--- config.mk ---
export PLATFORM = sky130hd
export DESIGN_NAME = pad_scan_cell
export DESIGN_NICKNAME = d
export VERILOG_FILES = /design/src/rtl/pscan_pkg.sv /design/src/rtl/psc_chain.sv /design/src/rtl/psc_wire_mux.sv /design/src/rtl/pad_scan_cell.sv
export SDC_FILE = /design/constraint.sdc
export NUM_CORES = 1
export LEC_CHECK = 0
export BUFFER_PORTS_ARGS = -buffer_cell sky130_fd_sc_hd__buf_2
export CAP_MARGIN = 15
export CORE_AREA = 4 4 41 43
export DETAILED_ROUTE_END_ITERATION = 7
export DIE_AREA = 0 0 45 47
export PLACE_DENSITY = 0.56
export SKIP_CTS_REPAIR_TIMING = 1
export SLEW_MARGIN = 20
export SYNTH_ARGS = -nofsm -noshare
export SYNTH_HDL_FRONTEND = slang
export SYNTH_SLANG_ARGS = --single-unit
--- constraint.sdc ---
create_clock -name clk -period 1.2 [get_ports clk]
set_input_delay 0.12 -clock clk [delete_from_list [all_inputs] [get_ports clk]]
set_output_delay 0.12 -clock clk [all_outputs]
set_load 0.02 [all_outputs]
--- src/rtl/pscan_pkg.sv ---
package pscan_pkg;

    typedef enum logic [1:0] {
        PK_INPUT    = 2'd0,
        PK_OUTPUT   = 2'd1,
        PK_TRISTATE = 2'd2,
        PK_BIDIR    = 2'd3
    } pad_kind_e;

    // Canonical stage slots, in order from serial input to serial output
    localparam int NSLOT  = 6;
    localparam int SL_PI  = 0;
    localparam int SL_CO  = 1;
    localparam int SL_COE = 2;
    localparam int SL_CI  = 3;
    localparam int SL_PO  = 4;
    localparam int SL_POE = 5;

    typedef struct packed {
        logic [NSLOT-1:0] shf;
        logic [NSLOT-1:0] upd;
    } chain_state_t;

    function automatic logic kind_has_in(pad_kind_e k);
        return (k == PK_INPUT) || (k == PK_BIDIR);
    endfunction

    function automatic logic kind_has_out(pad_kind_e k);
        return (k != PK_INPUT);
    endfunction

    function automatic logic kind_has_oe(pad_kind_e k);
        return (k == PK_TRISTATE) || (k == PK_BIDIR);
    endfunction

    function automatic logic [NSLOT-1:0] kind_mask(pad_kind_e k);
        logic [NSLOT-1:0] m;
        m = '0;
        m[SL_PI]  = kind_has_in(k);
        m[SL_CI]  = kind_has_in(k);
        m[SL_CO]  = kind_has_out(k);
        m[SL_PO]  = kind_has_out(k);
        m[SL_COE] = kind_has_oe(k);
        m[SL_POE] = kind_has_oe(k);
        return m;
    endfunction

    function automatic int first_slot(logic [NSLOT-1:0] m);
        int f;
        f = 0;
        for (int k = NSLOT - 1; k >= 0; k--) begin
            if (m[k]) f = k;
        end
        return f;
    endfunction

endpackage

--- src/rtl/psc_chain.sv ---
module psc_chain
    import pscan_pkg::*;
#(
    parameter logic [NSLOT-1:0] MASK = '1
) (
    input  logic             clk,
    input  logic             rst_n,
    input  logic             capture_en,
    input  logic             shift_en,
    input  logic             update_en,
    input  logic             scan_in,
    input  logic [NSLOT-1:0] cap_val,
    output logic             scan_out,
    output logic [NSLOT-1:0] shf_q,
    output logic [NSLOT-1:0] upd_q
);

    chain_state_t st_d, st_q;

    // Next-state: capture wins over shift; update copies pre-edge stages
    always_comb begin
        logic carry;
        st_d  = st_q;
        carry = scan_in;
        if (capture_en) begin
            st_d.shf = cap_val & MASK;
        end else if (shift_en) begin
            for (int k = 0; k < NSLOT; k++) begin
                if (MASK[k]) begin
                    st_d.shf[k] = carry;
                    carry       = st_q.shf[k];
                end
            end
        end
        if (update_en) begin
            st_d.upd = st_q.shf;
        end
    end

    always_ff @(posedge clk or negedge rst_n) begin
        if (!rst_n) begin
            st_q <= '0;
        end else begin
            st_q <= st_d;
        end
    end

    // Serial output is the last present stage
    always_comb begin
        scan_out = 1'b0;
        for (int k = 0; k < NSLOT; k++) begin
            if (MASK[k]) scan_out = st_q.shf[k];
        end
    end

    assign shf_q = st_q.shf;
    assign upd_q = st_q.upd;

endmodule

--- src/rtl/psc_wire_mux.sv ---
module psc_wire_mux (
    input  logic test_mode,
    input  logic func_val,
    input  logic scan_val,
    output logic wire_out
);

    always_comb begin
        wire_out = test_mode ? scan_val : func_val;
    end

endmodule

--- src/rtl/pad_scan_cell.sv ---
module pad_scan_cell
    import pscan_pkg::*;
#(
    parameter pad_kind_e KIND = PK_BIDIR
) (
    input  logic clk,
    input  logic rst_n,
    input  logic test_mode,
    input  logic capture_en,
    input  logic shift_en,
    input  logic update_en,
    input  logic scan_in,
    output logic scan_out,
    input  logic core_o,
    input  logic core_oe,
    output logic core_i,
    input  logic pad_i,
    output logic pad_o,
    output logic pad_oe
);

    localparam logic             HAS_IN  = kind_has_in(KIND);
    localparam logic             HAS_OUT = kind_has_out(KIND);
    localparam logic             HAS_OE  = kind_has_oe(KIND);
    localparam logic [NSLOT-1:0] MASK    = kind_mask(KIND);

    logic [NSLOT-1:0] cap_val;
    logic [NSLOT-1:0] shf_q;
    logic [NSLOT-1:0] upd_q;

    // Observe stages sample wires; drive stages read back their latch
    always_comb begin
        cap_val         = '0;
        cap_val[SL_PI]  = pad_i;
        cap_val[SL_CO]  = core_o;
        cap_val[SL_COE] = core_oe;
        cap_val[SL_CI]  = upd_q[SL_CI];
        cap_val[SL_PO]  = upd_q[SL_PO];
        cap_val[SL_POE] = upd_q[SL_POE];
    end

    psc_chain #(.MASK(MASK)) u_chain (
        .clk        (clk),
        .rst_n      (rst_n),
        .capture_en (capture_en),
        .shift_en   (shift_en),
        .update_en  (update_en),
        .scan_in    (scan_in),
        .cap_val    (cap_val),
        .scan_out   (scan_out),
        .shf_q      (shf_q),
        .upd_q      (upd_q)
    );

    generate
        if (HAS_OUT) begin : g_out
            psc_wire_mux u_mux_o (
                .test_mode (test_mode),
                .func_val  (core_o),
                .scan_val  (upd_q[SL_PO]),
                .wire_out  (pad_o)
            );
        end else begin : g_no_out
            assign pad_o = 1'b0;
        end

        if (HAS_OE) begin : g_oe
            psc_wire_mux u_mux_oe (
                .test_mode (test_mode),
                .func_val  (core_oe),
                .scan_val  (upd_q[SL_POE]),
                .wire_out  (pad_oe)
            );
        end else begin : g_no_oe
            assign pad_oe = HAS_OUT;
        end

        if (HAS_IN) begin : g_in
            psc_wire_mux u_mux_i (
                .test_mode (test_mode),
                .func_val  (pad_i),
                .scan_val  (upd_q[SL_CI]),
                .wire_out  (core_i)
            );
        end else begin : g_no_in
            assign core_i = 1'b0;
        end
    endgenerate

endmodule

==> flow_metrics.tcl, run 1 <==
set metrics [dict create \
    status "completed" \
    drc 0 \
    crit_fanout 3 \
    hold_violations 0 \
    floorplan.die.height_um 47 \
    cap_violations 0 \
    num_vias 304 \
    synth.largest_area_cell "dfrtp_1" \
    diodes 0 \
    end_kind "output pin" \
    utilization_pct 42.12 \
    power.density_nw_per_um2 1565 \
    synth_cell_types 7 \
    clock_sinks 9 \
    ios 14 \
    critPathArrivalTime_ps 1060 \
    clockBufferDepth 2 \
    routed_wl_um 850 \
    start_util_pct 32.40 \
    place_area_um2 489.2 \
    route.detailed.wl_per_inst_um 12.88 \
    final_nets 62 \
    grt_pass1_wl_um 1407 \
    routed_via_density 4.606 \
    finalMaxSlewViolations 0 \
    gp_congestion 0.6623 \
    grt_max_degree 13 \
    period_needed_ps 1182 \
    area_growth_pct 29.97 \
    worst_pin_slew_ps 205.2 \
    seq_area_frac_synth_pct 53.41 \
    critPathLaunchType "flop" \
    fin_crit_sh_pct 98.54 \
    cts_made_buffers 3 \
    overflow 0 \
    holdCritPathClass "primary input to flop" \
    relSlewSlack_pct 86.32 \
    root_buffer "clkbuf_4" \
    grt_usage_pct 9.816 \
    grt_setup_unrepaired "true" \
    firstDrtPassIters 2 \
    seq_area_um2 225.2 \
    multi_input_area_um2 183.9 \
    synth_area_um2 421.7 \
    drt_iter0_markers 1 \
    clk_pin_slew_ps 60 \
    setup_viol 0 \
    synth_seq_cells 9 \
    cts_tree "built" \
    syn_area_per_cell_um2 12.05 \
    peakVddDrop_v 0.0006796 \
    clock_skew_ps 5.227 \
    setup_tns_ps 0 \
    placementRows 13 \
    layout-drive-gt1-share_pct 43.14 \
    critical_path_class "flop to output pin" \
    core_um2 1301 \
    cts_htree_levels 1 \
    max_freq_mhz 845.7 \
    p_leak_nw 0.2770 \
    netlist.area_leader.share_pct 53.41 \
    crit_required_ps 1080 \
    die-area_um2 2115 \
    detail-route-antenna-nets 0 \
    clk_latency_ps 260 \
    syn_nets 45 \
    holdWs_ps 88.48 \
    grt_pass1_vias 320 \
    die_x_um 45 \
    antenna_found_initial 0 \
    synthCells 35 \
    yosysWarnings 0 \
    synth_area_leaders "dfrtp_1 53%, mux2_2 16%, mux2i_1 14%" \
    port_buffers 13 \
    final_area_um2 548.0 \
    fillers 130 \
]
## metal layers
layer / vias up / routed length, µm / track usage [%]
met5: - / 0 / 0
met4: 0 / 12 / 10.53
met3: 2 / 84 / 3.448
met2: 12 / 346 / 12.15
met1: 135 / 406 / 12.41
li1: 155 / - / -
## critical path: stages, from the launching register on
cell	delay (ps)
dfrtp_1	400
mux2_4	270
buf_6	130
## kinds of logic (layout without fill, tap and decap cells)
logic type | Yosys count | after routing | share of synthesized area, %
compound gates | 6 | 6 | 7.122
simple gates | 6 | 6 | 5.341
flops | 9 | 9 | 53.41
buf+inv | 2 | 18 | 3.856
mux | 12 | 12 | 30.27
## final cells by class
class / count / area share (%)
repair buffers: 14 / 17.12
flip-flops and latches: 9 / 41.10
multi-input cells: 24 / 33.56
clock buffers: 4 / 4.795
well taps: 15 / 3.425
## metrics by stage
| stage | setup WS (ps) | std cells | total power, W |
|---|---|---|---|
| floorplan | 360.4 | 35 | 0.0005330 |
| global placement | 290.1 | 61 | 0.0005993 |
| detailed placement | 292.5 | 61 | 0.0006015 |
| CTS | 0.4383 | 65 | 0.0008406 |
| global route | -14.45 | 66 | 0.0009118 |
| finish | 17.55 | 66 | 0.0008577 |
## worst paths after layout
kind                               endpoint  slack (ps)  cells past startpoint        startpoint
max reg2reg                u_chain.upd_q[3]         420                      1  u_chain.upd_q[3]
max                                  core_i          20                      2  u_chain.upd_q[3]
max in group asynchronous  u_chain.upd_q[4]         770                      2             rst_n
min reg2reg                u_chain.shf_q[4]         510                      2  u_chain.upd_q[4]
min                        u_chain.shf_q[1]          90                      3            core_o
min in group asynchronous  u_chain.shf_q[2]         250                      2             rst_n
## synth_stat cells
| cell type | n |
|---|---|
| nand2_1 | 6 |
| mux2i_1 | 6 |
| clkbuf_2 | 1 |
| dfrtp_1 | 9 |
| buf_6 | 1 |
| o21ai_1 | 6 |
| mux2_2 | 6 |
## power by group
group / total, W / switching [W] / internal, W / leakage, nW
Sequential: 0.000406 / 0.0000433 / 0.000363 / 0.115
Clock: 0.000229 / 0.000101 / 0.000128 / 0.0150
Combinational: 0.000223 / 0.000104 / 0.000119 / 0.148
Total: 0.000858 / 0.000248 / 0.000610 / 0.277
## cells in the final DEF (no fill, tap or decap)
master and instances:
dfrtp_1 9, clkbuf_4 3, nand2_1 6, mux2_2 5, o21ai_1 6, buf_6 3, mux2_4 1, dlygate4sd3_1 1
mux2i_1 6, buf_2 10, clkbuf_1 1
## flip-flops by register name (all words and copies together), names as in the netlist
name and count:
u_chain.upd_q 3, u_chain.shf_q 6
No activity file was read; power rests on OpenSTA's default activity.
==> run 2, diff against run 1 <==
PLACE_DENSITY = 0.62   (was 0.56)
==> run 2 against run 1 <==
Effect of this change:
- hold slack improved by 5.4 ps
- power increased by 0.92%
- clock power about the same
- combinational power increased by 3%
- wire length decreased by 8.9%
- critical path depth unchanged
- worst setup slack improved by 3.4 ps
- first-iteration DRC count increased to 5.0 times the previous value
- cell count unchanged
- final area increased by 1.4%
- flip-flop and latch count unchanged
- sequential share of layout area decreased by 0.56 points
- critical endpoint unchanged
- largest cell class unchanged
- highest routed layer unchanged
==> flow_metrics.tcl, run 2 (synthesized netlist as in run 1, its figures left out) <==
set metrics [dict create \
    status "completed" \
    hold_violations 0 \
    placementRows 13 \
    root_buffer "clkbuf_4" \
    port_buffers 13 \
    period_needed_ps 1179 \
    clockBufferDepth 2 \
    clk_pin_slew_ps 60 \
    power.density_nw_per_um2 1558 \
    floorplan.die.height_um 47 \
    diodes 0 \
    firstDrtPassIters 4 \
    worst_pin_slew_ps 197.4 \
    critical_path_class "flop to output pin" \
    grt_pass1_wl_um 1338 \
    grt_pass1_vias 297 \
    grt_usage_pct 9.410 \
    fillers 135 \
    routed_via_density 4.803 \
    internal_power_w 0.0006175 \
    area_growth_pct 31.75 \
    drt_iter0_markers 5 \
    num_vias 317 \
    overflow 0 \
    final.setup.worst_slack_ps 20.91 \
    ios 14 \
    max_freq_mhz 848.1 \
    crit_fanout 3 \
    rrSetupSlack_ps 420 \
    dpl.hpwl_um 612.5 \
    clock_skew_ps 2.449 \
    setup_viol 0 \
    setup.worst_path.start "u_chain.upd_q[3]" \
    cts_made_buffers 3 \
    seq_power_share_pct 46.9 \
    finalMaxSlewViolations 0 \
    clock_sinks 9 \
    relSlewSlack_pct 86.84 \
    die_x_um 45 \
    power.switching_w 0.0002481 \
    drc 0 \
    start_util_pct 32.40 \
    pre_cts_ws_ps 283.9 \
    holdCritPathClass "primary input to flop" \
    rr_startpoint "u_chain.upd_q[3]" \
    p_total_w 0.0008656 \
    p_leak_nw 0.2847 \
    layout_commonest_cell "buf_2" \
    critPathLaunchType "flop" \
    core_um2 1301 \
    min_from "core_o" \
    antenna_found_initial 0 \
    cts_htree_levels 1 \
    setup_tns_ps 0 \
    end_kind "output pin" \
    clkPwrFrac_pct 26.6 \
    layout-drive-gt1-share_pct 43.14 \
    critPathArrivalTime_ps 1060 \
    combPwrFrac_pct 26.5 \
    final_nets 62 \
    peakVddDrop_v 0.0008049 \
    die-area_um2 2115 \
    final_cell_mix "10 x buf_2, 9 x dfrtp_1, 6 x mux2i_1, 6 x nand2_1, 6 x o21ai_1" \
    cts_tree "built" \
    route.detailed.wl_per_inst_um 11.73 \
    detail-route-antenna-nets 0 \
    gp_congestion 0.6950 \
    cap_violations 0 \
    largest_reg_flops 6 \
    crit_required_ps 1080 \
    power.share.switching_pct 28.66 \
    grt_setup_unrepaired "true" \
    grt_max_degree 13 \
    routed_wl_um 774 \
    clk_latency_ps 260 \
    fin_crit_sh_pct 98.26 \
]
[run 2: cell counts in the layout (fill, tap and decap cells not counted)]
Identical to the previous run, type by type.
[run 2: layout make-up]
| cell class | instances | area [µm²] | share of cell area, % |
|---|---|---|---|
| tap | 15 | 18.77 | 3.378 |
| multi-input combinational | 24 | 191.4 | 34.46 |
| sequential | 9 | 225.2 | 40.54 |
| clock buffer | 4 | 26.28 | 4.730 |
| timing repair buffer | 14 | 93.84 | 16.89 |
[run 2: power groups by stage]
stage          logic [W]  registers [W]  clock network, W
2_1_floorplan   0.000124       0.000408                 0
3_3_place_gp    0.000189       0.000409                 0
3_5_place_dp    0.000190       0.000411                 0
4_1_cts         0.000191       0.000405          0.000240
5_1_grt         0.000248       0.000418          0.000259
6_report        0.000229       0.000406          0.000230
[run 2: critical path, cell delays in order (launching register included)]
cell     delay, ps
dfrtp_1        400
mux2_4         270
buf_6          130
[run 2: path summary, 6_finish.rpt]
kind                                          to  cells after the start
worst max-delay path                      core_i                      2
worst min-delay path            u_chain.shf_q[1]                      3
worst max register to register  u_chain.upd_q[3]                      1
worst min register to register  u_chain.shf_q[4]                      2
max in group asynchronous       u_chain.shf_q[0]                      2
min in group asynchronous       u_chain.upd_q[4]                      2
[run 2: metrics by stage]
stage	hold WS, ps	cell area, µm²	util [%]	std cells
final	93.89	555.5	42.69	66
after global routing	107.2	555.5	42.69	66
after CTS	-303.4	515.5	39.62	65
after detailed placement	-23.14	489.2	37.60	61
after global placement	-21.01	489.2	37.60	61
after floorplan	-175.6	421.7	-	35
[run 2: routing by layer]
metal	wire [µm]	GRT usage, %
met5	0	0
met4	23	8.772
met3	73	4.215
met2	302	12.43
met1	375	11.21
